File: src/rtl/spi_rd_pkg.sv
package spi_rd_pkg;
  localparam int OPC_W    = 8;
  localparam int ADR_W    = 24;
  localparam int HDR_BYTES = (OPC_W + ADR_W) / 8;

  typedef enum logic [2:0] {
    ST_IDLE,
    ST_SETUP,
    ST_LOW,
    ST_HIGH,
    ST_HOLD
  } spi_st_e;
endpackage

File: src/rtl/spi_half_timer.sv
module spi_half_timer #(
  parameter int DIV_W = 8
) (
  input  logic             clk_i,
  input  logic             rst_ni,
  input  logic             load_i,
  input  logic [DIV_W-1:0] half_i,
  output logic             done_o
);
  logic [DIV_W-1:0] cnt_q;

  always_ff @(posedge clk_i or negedge rst_ni) begin
    if (!rst_ni)              cnt_q <= '0;
    else if (load_i)          cnt_q <= half_i;
    else if (cnt_q != '0)     cnt_q <= cnt_q - DIV_W'(1);
  end

  assign done_o = (cnt_q == '0);

  // a running phase count never jumps upward without a reload
  a_r1_half_monotonic: assert property (@(posedge clk_i) disable iff (!rst_ni)
    (!load_i && cnt_q != '0) |=> (cnt_q == $past(cnt_q) - DIV_W'(1)));
endmodule

File: src/rtl/spi_gap_timer.sv
module spi_gap_timer #(
  parameter int DT_W  = 4,
  parameter int DIV_W = 8,
  parameter int MULT  = 32,
  parameter int OFFS  = 6
) (
  input  logic             clk_i,
  input  logic             rst_ni,
  input  logic             load_i,
  input  logic [DT_W-1:0]  dt_i,
  input  logic [DIV_W-1:0] div_i,
  output logic             busy_o
);
  localparam int MUL_W = DT_W + $clog2(MULT) + 1;
  localparam int GAP_W = ((MUL_W > DIV_W) ? MUL_W : DIV_W) + 2;

  logic [GAP_W-1:0] scaled, load_val, cnt_q;

  generate
    if ((MULT & (MULT - 1)) == 0) begin : g_pow2
      assign scaled = GAP_W'(dt_i) << $clog2(MULT);
    end else begin : g_mul
      assign scaled = GAP_W'(dt_i) * GAP_W'(MULT);
    end
  endgenerate

  // total high time = MULT*dt + OFFS + (div+1); counter ends one early
  assign load_val = scaled + GAP_W'(OFFS) + GAP_W'(div_i);

  always_ff @(posedge clk_i or negedge rst_ni) begin
    if (!rst_ni)           cnt_q <= '0;
    else if (load_i)       cnt_q <= load_val;
    else if (cnt_q != '0)  cnt_q <= cnt_q - GAP_W'(1);
  end

  assign busy_o = (cnt_q != '0);

  a_r4_gap_counts_down: assert property (@(posedge clk_i) disable iff (!rst_ni)
    (busy_o && !load_i) |=> (cnt_q == $past(cnt_q) - GAP_W'(1)));
endmodule

File: src/rtl/spi_shifter.sv
module spi_shifter #(
  parameter int HDR_W = 32
) (
  input  logic             clk_i,
  input  logic             rst_ni,
  input  logic             load_i,
  input  logic [HDR_W-1:0] hdr_i,
  input  logic             shift_i,
  input  logic             sample_i,
  input  logic             miso_i,
  output logic             mosi_o,
  output logic [7:0]       rx_next_o
);
  logic [HDR_W-1:0] tx_q;
  logic [6:0]       rx_q;

  always_ff @(posedge clk_i or negedge rst_ni) begin
    if (!rst_ni)       tx_q <= '0;
    else if (load_i)   tx_q <= hdr_i;
    else if (shift_i)  tx_q <= {tx_q[HDR_W-2:0], 1'b0};
  end

  always_ff @(posedge clk_i or negedge rst_ni) begin
    if (!rst_ni)        rx_q <= '0;
    else if (sample_i)  rx_q <= rx_next_o[6:0];
  end

  assign mosi_o    = tx_q[HDR_W-1];
  assign rx_next_o = {rx_q, miso_i};
endmodule

File: src/rtl/spi_flash_rd.sv
module spi_flash_rd
  import spi_rd_pkg::*;
#(
  parameter int DIV_W    = 8,
  parameter int DT_W     = 4,
  parameter int LEN_W    = 16,
  parameter int GAP_MULT = 32,
  parameter int GAP_OFFS = 6
) (
  input  logic             clk_i,
  input  logic             rst_ni,
  input  logic [DIV_W-1:0] baud_div_i,
  input  logic [DT_W-1:0]  gap_dly_i,
  input  logic             cmd_valid_i,
  output logic             cmd_ready_o,
  input  logic [7:0]       cmd_opcode_i,
  input  logic [23:0]      cmd_addr_i,
  input  logic [LEN_W-1:0] cmd_len_i,
  output logic [7:0]       rd_data_o,
  output logic             rd_valid_o,
  input  logic             rd_ready_i,
  output logic             spi_sclk_o,
  output logic             spi_cs_no,
  output logic             spi_mosi_o,
  input  logic             spi_miso_i
);
  localparam int HDR_W = OPC_W + ADR_W;
  localparam int HB_W  = $clog2(HDR_BYTES + 1);

  spi_st_e          state_q;
  logic             sclk_q, cs_n_q, last_q, valid_q;
  logic [2:0]       bit_idx_q;
  logic [HB_W-1:0]  hdr_left_q;
  logic [LEN_W-1:0] data_left_q;
  logic [DIV_W-1:0] div_q, half_val;
  logic [7:0]       data_q, rx_next;

  logic accept, rise_ev, fall_ev, end_ev, half_load, half_done;
  logic gap_busy, byte_end, in_data, stall;

  assign in_data  = (hdr_left_q == '0);
  assign byte_end = (bit_idx_q == 3'd7);
  // hold SCLK low at a data byte boundary while the last byte is unread
  assign stall    = in_data && (bit_idx_q == 3'd0) && valid_q;

  assign accept    = (state_q == ST_IDLE) && !gap_busy && cmd_valid_i;
  assign rise_ev   = (state_q == ST_SETUP || state_q == ST_LOW) && half_done && !stall;
  assign fall_ev   = (state_q == ST_HIGH) && half_done;
  assign end_ev    = (state_q == ST_HOLD) && half_done;
  assign half_load = accept || rise_ev || fall_ev;
  assign half_val  = accept ? baud_div_i : div_q;

  spi_half_timer #(.DIV_W(DIV_W)) u_half (
    .clk_i  (clk_i),
    .rst_ni (rst_ni),
    .load_i (half_load),
    .half_i (half_val),
    .done_o (half_done)
  );

  spi_gap_timer #(.DT_W(DT_W), .DIV_W(DIV_W), .MULT(GAP_MULT), .OFFS(GAP_OFFS)) u_gap (
    .clk_i  (clk_i),
    .rst_ni (rst_ni),
    .load_i (end_ev),
    .dt_i   (gap_dly_i),
    .div_i  (div_q),
    .busy_o (gap_busy)
  );

  spi_shifter #(.HDR_W(HDR_W)) u_shift (
    .clk_i     (clk_i),
    .rst_ni    (rst_ni),
    .load_i    (accept),
    .hdr_i     ({cmd_opcode_i, cmd_addr_i}),
    .shift_i   (fall_ev),
    .sample_i  (rise_ev),
    .miso_i    (spi_miso_i),
    .mosi_o    (spi_mosi_o),
    .rx_next_o (rx_next)
  );

  always_ff @(posedge clk_i or negedge rst_ni) begin
    if (!rst_ni) begin
      state_q     <= ST_IDLE;
      sclk_q      <= 1'b0;
      cs_n_q      <= 1'b1;
      last_q      <= 1'b0;
      bit_idx_q   <= '0;
      hdr_left_q  <= '0;
      data_left_q <= '0;
      div_q       <= '0;
    end else begin
      if (accept) begin
        state_q     <= ST_SETUP;
        cs_n_q      <= 1'b0;
        div_q       <= baud_div_i;
        bit_idx_q   <= '0;
        hdr_left_q  <= HB_W'(HDR_BYTES);
        data_left_q <= cmd_len_i;
        last_q      <= 1'b0;
      end
      if (rise_ev) begin
        state_q   <= ST_HIGH;
        sclk_q    <= 1'b1;
        bit_idx_q <= bit_idx_q + 3'd1;
        last_q    <= byte_end &&
                     ((hdr_left_q == HB_W'(1) && data_left_q == '0) ||
                      (in_data && data_left_q == LEN_W'(1)));
        if (byte_end) begin
          if (!in_data) hdr_left_q  <= hdr_left_q - HB_W'(1);
          else          data_left_q <= data_left_q - LEN_W'(1);
        end
      end
      if (fall_ev) begin
        sclk_q  <= 1'b0;
        state_q <= last_q ? ST_HOLD : ST_LOW;
      end
      if (end_ev) begin
        cs_n_q  <= 1'b1;
        state_q <= ST_IDLE;
      end
    end
  end

  always_ff @(posedge clk_i or negedge rst_ni) begin
    if (!rst_ni) begin
      valid_q <= 1'b0;
      data_q  <= '0;
    end else if (rise_ev && byte_end && in_data) begin
      valid_q <= 1'b1;
      data_q  <= rx_next;
    end else if (rd_ready_i) begin
      valid_q <= 1'b0;
    end
  end

  assign cmd_ready_o = (state_q == ST_IDLE) && !gap_busy;
  assign spi_sclk_o  = sclk_q;
  assign spi_cs_no   = cs_n_q;
  assign rd_valid_o  = valid_q;
  assign rd_data_o   = data_q;

  a_r1_sclk_idle_low: assert property (@(posedge clk_i) disable iff (!rst_ni)
    spi_cs_no |-> !spi_sclk_o);

  a_r1_phase_stable: assert property (@(posedge clk_i) disable iff (!rst_ni)
    (!half_done && state_q inside {ST_SETUP, ST_LOW, ST_HIGH}) |=> $stable(spi_sclk_o));

  a_r2_cs_falls_sclk_low: assert property (@(posedge clk_i) disable iff (!rst_ni)
    $fell(spi_cs_no) |-> !spi_sclk_o);

  a_r5_mosi_stable_high: assert property (@(posedge clk_i) disable iff (!rst_ni)
    spi_sclk_o |=> (!spi_sclk_o || $stable(spi_mosi_o)));

  a_r8_hold_byte: assert property (@(posedge clk_i) disable iff (!rst_ni)
    (rd_valid_o && !rd_ready_i) |=> (rd_valid_o && $stable(rd_data_o)));

  a_r8_park_sclk: assert property (@(posedge clk_i) disable iff (!rst_ni)
    (rd_valid_o && !rd_ready_i && state_q == ST_LOW && in_data && bit_idx_q == 3'd0)
      |=> !spi_sclk_o);

  a_r9_ready_only_idle: assert property (@(posedge clk_i) disable iff (!rst_ni)
    cmd_ready_o |-> (spi_cs_no && !spi_sclk_o));

  a_r4_no_ready_at_cs_rise: assert property (@(posedge clk_i) disable iff (!rst_ni)
    $rose(spi_cs_no) |-> !cmd_ready_o);
endmodule

File: config.mk
export PLATFORM = sky130hd
export DESIGN_NAME = spi_flash_rd
export DESIGN_NICKNAME = d
export VERILOG_FILES = /design/src/rtl/spi_rd_pkg.sv /design/src/rtl/spi_half_timer.sv /design/src/rtl/spi_gap_timer.sv /design/src/rtl/spi_shifter.sv /design/src/rtl/spi_flash_rd.sv
export SDC_FILE = /design/constraint.sdc
export NUM_CORES = 1
export LEC_CHECK = 0
export CAP_MARGIN = 40
export CORE_MARGIN = 2
export CORE_UTILIZATION = 50
export DETAILED_ROUTE_END_ITERATION = 16
export PLACE_DENSITY = 0.87
export SETUP_SLACK_MARGIN = 0.4
export SKIP_CTS_REPAIR_TIMING = 1
export SLEW_MARGIN = 20
export SYNTH_ARGS = -nofsm -noshare
export SYNTH_HDL_FRONTEND = slang
export SYNTH_HIERARCHICAL = 1
export SYNTH_SLANG_ARGS = --single-unit
File: constraint.sdc
create_clock -name clk_i -period 2.8 [get_ports clk_i]
set_clock_uncertainty 0.05 [all_clocks]
set_input_delay 0.7 -clock clk_i [delete_from_list [all_inputs] [get_ports clk_i]]
set_output_delay 0.7 -clock clk_i [all_outputs]
set_load 0.005 [all_outputs]
# Word-level counts from Yosys, hierarchy flattened

Cells that the tools add are included.

Add/subtract/negate cells: 7
Multiplexer cells: 29
Equality and inequality tests: 7
Reduce and logical (&&, ||, !) cells: 34

Operator list:

| kind                                                 | number |
|---|---|
| two-way mux 16 bit                                   | 4 |
| two-way mux 32 bit                                   | 2 |
| two-way mux 3 bit                                    | 11 |
| two-way mux 12 bit                                   | 2 |
| two-way mux 8 bit                                    | 3 |
| equality test 16 x 1 -> 1 bit, second input constant | 1 |
| logical NOT 16 bit                                   | 1 |
| subtractor 16 x 1 -> 16 bit, second input constant   | 1 |
| nonzero test 2 bit                                   | 7 |
| logical AND 1 bit                                    | 13 |
| adder 12 x 8 -> 12 bit                               | 1 |
| nonzero test 12 bit                                  | 1 |
| subtractor 12 x 1 -> 12 bit, second input constant   | 1 |
| adder 9 x 3 -> 10 bit, second input constant         | 1 |
| logical NOT 3 bit                                    | 3 |
| logical NOT 8 bit                                    | 1 |
| nonzero test 8 bit                                   | 1 |
| subtractor 8 x 1 -> 8 bit, second input constant     | 1 |
| two-way mux 1 bit                                    | 7 |
| equality test 3 x 1 -> 1 bit, second input constant  | 2 |
| equality test 3 x 2 -> 1 bit, second input constant  | 2 |
| equality test 3 bit, second input constant           | 2 |
| logical OR 1 bit                                     | 4 |
| nonzero test 4 bit                                   | 1 |
| 3 further kinds                                      | 4 |

Input bits: 65
Logic and storage cells: 91
Flip-flop bits (word level): 104

# Depth between registers and ports, before layout

Depth after elaboration: 8
Mapped depth: 14

# Cells and area by module

Netlist, hierarchy kept.

By module, submodules not included:

| module         | instances | area an instance (µm²) | sequential area each (µm²) | cells an instance |
|---|---|---|---|---|
| spi_flash_rd   | 1         | 2363.5                 | 1127.3                     | 225 |
| spi_shifter    | 1         | 1779.2                 | 975.9                      | 155 |
| spi_gap_timer  | 1         | 950.9                  | 300.3                      | 105 |
| spi_half_timer | 1         | 476.7                  | 200.2                      | 54 |

# Least setup slack after synthesis

OpenSTA, ideal clock, no wires.

Path type: reg2reg
Start: reg u_gap.cnt_q[0]
End: reg u_shift.tx_q[11]
Data arrival time: 2.817 ns
Path buffers: 4
Period minus slack after synthesis: 2.999 ns
Library setup time: 0.132 ns
Setup slack: -0.199 ns
Cell stages (with the launch flop): 14
Path through: dfrtp_1 > inv_1 > ha_1 > or3b_1 > nor4_4 > inv_1 > nor4_2 > nand2_1 > inv_2 > buf_2 > buf_2 > buf_4 > clkbuf_1 > o21ai_1

Word-level cells in the longest chain between the ends: 5
Elaborated cells on any way between the ends: 6

RTL lines:

| element                                                         | RTL line            | source |
|---|---|---|
| start: declaration                                              | spi_gap_timer.sv:17 | `logic [GAP_W-1:0] scaled, load_val, cnt_q;` |
| start signal: assignment                                        | spi_gap_timer.sv:32 | `else if (load_i) cnt_q <= load_val;` |
| start signal: assignment                                        | spi_gap_timer.sv:33 | `else if (cnt_q != '0) cnt_q <= cnt_q - GAP_W'(1);` |
| nonzero test 12 bit (*)                                         | spi_gap_timer.sv:36 | `assign busy_o = (cnt_q != '0);` |
| named net gap_busy                                              | spi_flash_rd.sv:39  | `logic gap_busy, byte_end, in_data, stall;` |
| logical NOT 1 bit (*)                                           | -                   |  |
| logical AND 1 bit (*)                                           | -                   |  |
| named net cmd_ready_o                                           | spi_flash_rd.sv:15  | `output logic cmd_ready_o,` |
| logical AND 1 bit (*)                                           | spi_flash_rd.sv:46  | `assign accept = (state_q == ST_IDLE) && !gap_busy && cmd_valid_i;` |
| named net accept                                                | spi_flash_rd.sv:38  | `logic accept, rise_ev, fall_ev, end_ev, half_load, half_done;` |
| two-way mux 32 bit / nonzero test 2 bit (equally long branches) | -                   |  |
| end signal: assignment                                          | spi_shifter.sv:19   | `else if (load_i) tx_q <= hdr_i;` |
| end signal: assignment                                          | spi_shifter.sv:20   | `else if (shift_i) tx_q <= {tx_q[HDR_W-2:0], 1'b0};` |
| end: declaration                                                | spi_shifter.sv:14   | `logic [HDR_W-1:0] tx_q;` |

The timed path passes the listed nets; every way through them passes the cells marked *.
A chain may end at the register's enable or synchronous reset.

# Final worst setup path

Start: reg u_gap.cnt_q[0]
End: out cmd_ready_o

Word-level cells in the longest chain between the ends: 3

RTL lines:

| element             | RTL line            | source |
|---|---|---|
| nonzero test 12 bit | spi_gap_timer.sv:36 |  |
| named net gap_busy  | spi_flash_rd.sv:39  |  |
| logical NOT 1 bit   | spi_flash_rd.sv:137 | `assign cmd_ready_o = (state_q == ST_IDLE) && !gap_busy;` |
| logical AND 1 bit   | spi_flash_rd.sv:137 |  |
| end: declaration    | spi_flash_rd.sv:15  |  |

The timed path passes the listed nets, and every way through them passes these cells.

==> reports/qor.csv <==
stage;metric;value;unit
floorplan;die footprint;12000;sq um
floorplan;Starting Density;51.4;%
sta;worst-margin pin slew;0.878;ns
critical_path;Critical Path, Cell by Cell;inv_2, ha_4, or3b_4, nor4_4, inv_2, nor4_4, buf_2;
pwr;power per cell area;309;nW/um^2
critical_path;slowest CP cell;dfrtp_1;
clock_tree;clk root buf;clkbuf_8;
grt;largest net degree at the start of global routing;42;
min_path;worst hold path class;in -> async;
critical_path;Worst path depth;7;
final_layout;Fillers;555;
logic_synthesis;Yosys reg bits;104;
floorplan;Die Width;110;microns
final_layout;nets@finish;778;
outcome;failing checks;negative setup slack;
clock_tree;TritonCTS buffer count;9;
logic_synthesis;number of enable flip-flop cells after synthesis;0;
critical_path;crit end category;output port;
drt;antenna-violating nets left;0;
placed_design;Post-Place Cell Area;6670;sq um
logic_synthesis;area leader, netlist;dfrtp_1;
clock_tree;clock-pin slew on the worst setup and hold paths;0.12;ns
logic_synthesis;Async SR Flop Fraction;100;%
drt;Vias/cell;6.39;
placed_design;Post-Place Cells;755;
drt;final routed DRC violation total;0;
final_layout;register area;2610;sq um
critical_path;Worst Setup Start Kind;flop;
critical_path;crit-path max FO;2;
critical_path;crit path kind;reg -> out;
clock_tree;CTS tree;done;
grt;initial antenna violation count;0;
critical_path;CP top delay family;simple AND/OR/NAND/NOR gates;
logic_synthesis;synthesized instance count;539;
clock_tree;# clock sinks;104;
critical_path;reg2reg path depth;12;
placed_design;IO buf count;77;
logic_synthesis;commonest register cell after synthesis;dfrtp_1;
final_layout;Layout area overhead;54.6;%
drt;DRT Pass-1 Iters;7;
pwr;worst vdd ir;0.000264;V
placed_design;Placer Congestion;0.861;
critical_path;critical path data required time;2.05;ns
drt;vias;5388;
final_layout;post-layout util;79.4;%
pwr;Final Power;2.66;mW
logic_synthesis;post-synth cell types;73;
job;max_cap viols;0;
floorplan;Die Y-Extent;110;microns
sta;Final min period;2.93;ns
logic_synthesis;Seq/Total Area, Yosys;46.7;%
sta;Max Slew Vio Count;0;
drt;drt total wl;19.8;mm
final_layout;Layout Cells excl Fill;843;
logic_synthesis;mean area per synthesized cell;10.3;sq um
sta;Max Fclk;341;MHz
sta;Hold WS;0.195;ns
placed_design;Post-DP HPWL;9.22;mm
critical_path;CP max stage delay;0.43;ns
critical_path;Critical path buffers and inverters;3;
floorplan;Placeable Area;10800;sq um
sta;Final Cycle Share;105;%
clock_tree;worst skew pair latency;0.40;ns
sta;final worst setup slack;-0.134;ns
grt;global router's overall resource usage;22.3;%
sta;Max-Slew Margin vs Limit;40.9;%
drt;drt first-iter violations;611;
sta;final hold violations;0;
logic_synthesis;Ys Warns;6;
logic_synthesis;Synth top area share;46.3;%
floorplan;row count;38;
pwr;Leak;3.57;nW
logic_synthesis;Net Count, Synth;619;
critical_path;setup slack, reg-to-reg;-0.12;ns
final_layout;area of the multi-input gates;3420;sq um
outcome;status;finished, violations left;
floorplan;num ports;78;
sta;RSZ-0062 raised after global routing;true;
grt;first-pass GRT wire length;21.2;mm
critical_path;Worst EP arrival;2.18;ns
logic_synthesis;Mapped Area;5570;sq um
grt;vias in the first global route;4572;
clock_tree;Max clock buf depth;2;
sta;final setup violation count;18;
drt;DR WL/cell;23.5;microns
final_layout;Antenna diodes;0;
final_layout;post-route design area;8610;sq um
final_layout;share of cells above drive strength 1;40.1;%
clock_tree;H-Tree Depth;3;
logic_synthesis;top cells by area, synth;dfrtp_1 46%, mux2i_1 7.9%, nand2_1 5.1%;
grt;GRT overflow;0;
## metrics by stage
step                setup WS (ns)  setup TNS, ns
global placement           -0.140         -0.140
global route               -0.195          -1.75
finish                     -0.134          -1.23
floorplan                  0.0620              0
CTS                        -0.618         -0.618
detailed placement         -0.174         -0.174
## final cells by class
type                       count  area share (%)
sequential                   104            30.3
multi-input combinational    388            39.7
clock buffer                   9            1.44
tap                          140            2.03
clock inverter                 7            1.00
inverter                      19            1.03
timing repair buffer         176            24.5
## worst reg2reg max path: stages, from the launching register on
cell and delay [ns]:
dfrtp_1 0.47, inv_2 0.11, ha_4 0.14, or3b_4 0.40
nor2_4 0.14, nand3b_1 0.19, nor4bb_4 0.34, buf_4 0.20
buf_12 0.12, buf_12 0.11, buf_6 0.10, clkbuf_16 0.14
mux2_4 0.30
## cell usage after synthesis (9+ instances only)
cell,n
mux2i_1,44
buf_2,9
nand3_1,13
nor2_1,25
a21oi_1,16
dfrtp_1,103
o21ai_0,9
o21ai_1,29
inv_1,18
nor3_1,17
nand2_1,76
mux2_1,13
ha_1,15
## metal layers
layer | GRT usage [%] | up-vias | wire length, microns
li1 | - | 2276 | -
met1 | 27.9 | 2704 | 7280
met2 | 39.0 | 315 | 10100
met3 | 2.90 | 93 | 1450
met4 | 8.86 | 0 | 989
met5 | 0 | - | 0
## sequential cells by signal, indices dropped and copies added (netlist names), 7 cells and up
name / flops
rd_data_o: 8
u_shift/tx_q: 32
u_gap/cnt_q: 12
data_left_q: 16
u_shift/rx_q: 7
u_half/cnt_q: 8
div_q: 8
## placed cells by master, fill, tap and decap left out, types with 5 or more instances in the layout
cell	netlist	layout
ha_1	15	13
mux2i_1	44	36
o221a_4	0	5
clkbuf_8	0	9
o21ai_1	29	5
buf_12	3	12
xor2_1	6	6
nand4_1	6	6
clkdlybuf4s50_1	0	75
mux2_4	1	15
nand3_1	13	11
nor2_1	25	19
mux2i_2	0	6
inv_1	18	12
nand2_2	0	18
xnor2_1	6	6
o21ai_0	9	6
o21ai_2	2	29
nand2_4	0	29
buf_4	4	43
buf_6	2	22
dfrtp_1	103	102
nand2_1	76	28
a21oi_1	16	16
inv_2	1	5
clkbuf_16	0	16
mux2_2	8	7
nor3_1	17	15
nor4_1	8	8
o221a_1	5	5
## cell families (layout without fill, tap and decap cells)
kind of cell / count (synthesis) / in the layout / synth area share [%]
AOI/OAI and AO/OA: 104 / 104 / 12.6
xor gates and xnor gates: 12 / 12 / 1.89
adders and majority gates: 15 / 15 / 3.37
buffers and inverters: 48 / 211 / 5.37
DFF: 104 / 104 / 46.7
muxes: 66 / 66 / 12.4
and+or+nand+nor: 190 / 191 / 17.6
## path summary, 6_finish.rpt
check,startpoint,end
setup / recovery,u_gap/cnt_q[0]$_DFFE_PN0P_,cmd_ready_o
hold / removal,rst_ni,u_half/cnt_q[7]$_DFFE_PN0P_
setup reg to reg,u_half/cnt_q[1]$_DFFE_PN0P_,rd_data_o[2]$_DFFE_PN0P_
hold reg to reg,spi_sclk_o$_DFFE_PN0P_,spi_sclk_o$_DFFE_PN0P_
max in group asynchronous,rst_ni,rd_data_o[5]$_DFFE_PN0P_
min in group clk_i,spi_sclk_o$_DFFE_PN0P_,spi_sclk_o$_DFFE_PN0P_
## report_power, final
part | total, mW | switching, mW | internal, mW
clock | 1.01 | 0.647 | 0.361
combinational | 0.149 | 0.0634 | 0.0856
sequential | 1.50 | 0 | 1.50
No activity file was read; power rests on OpenSTA's default activity.
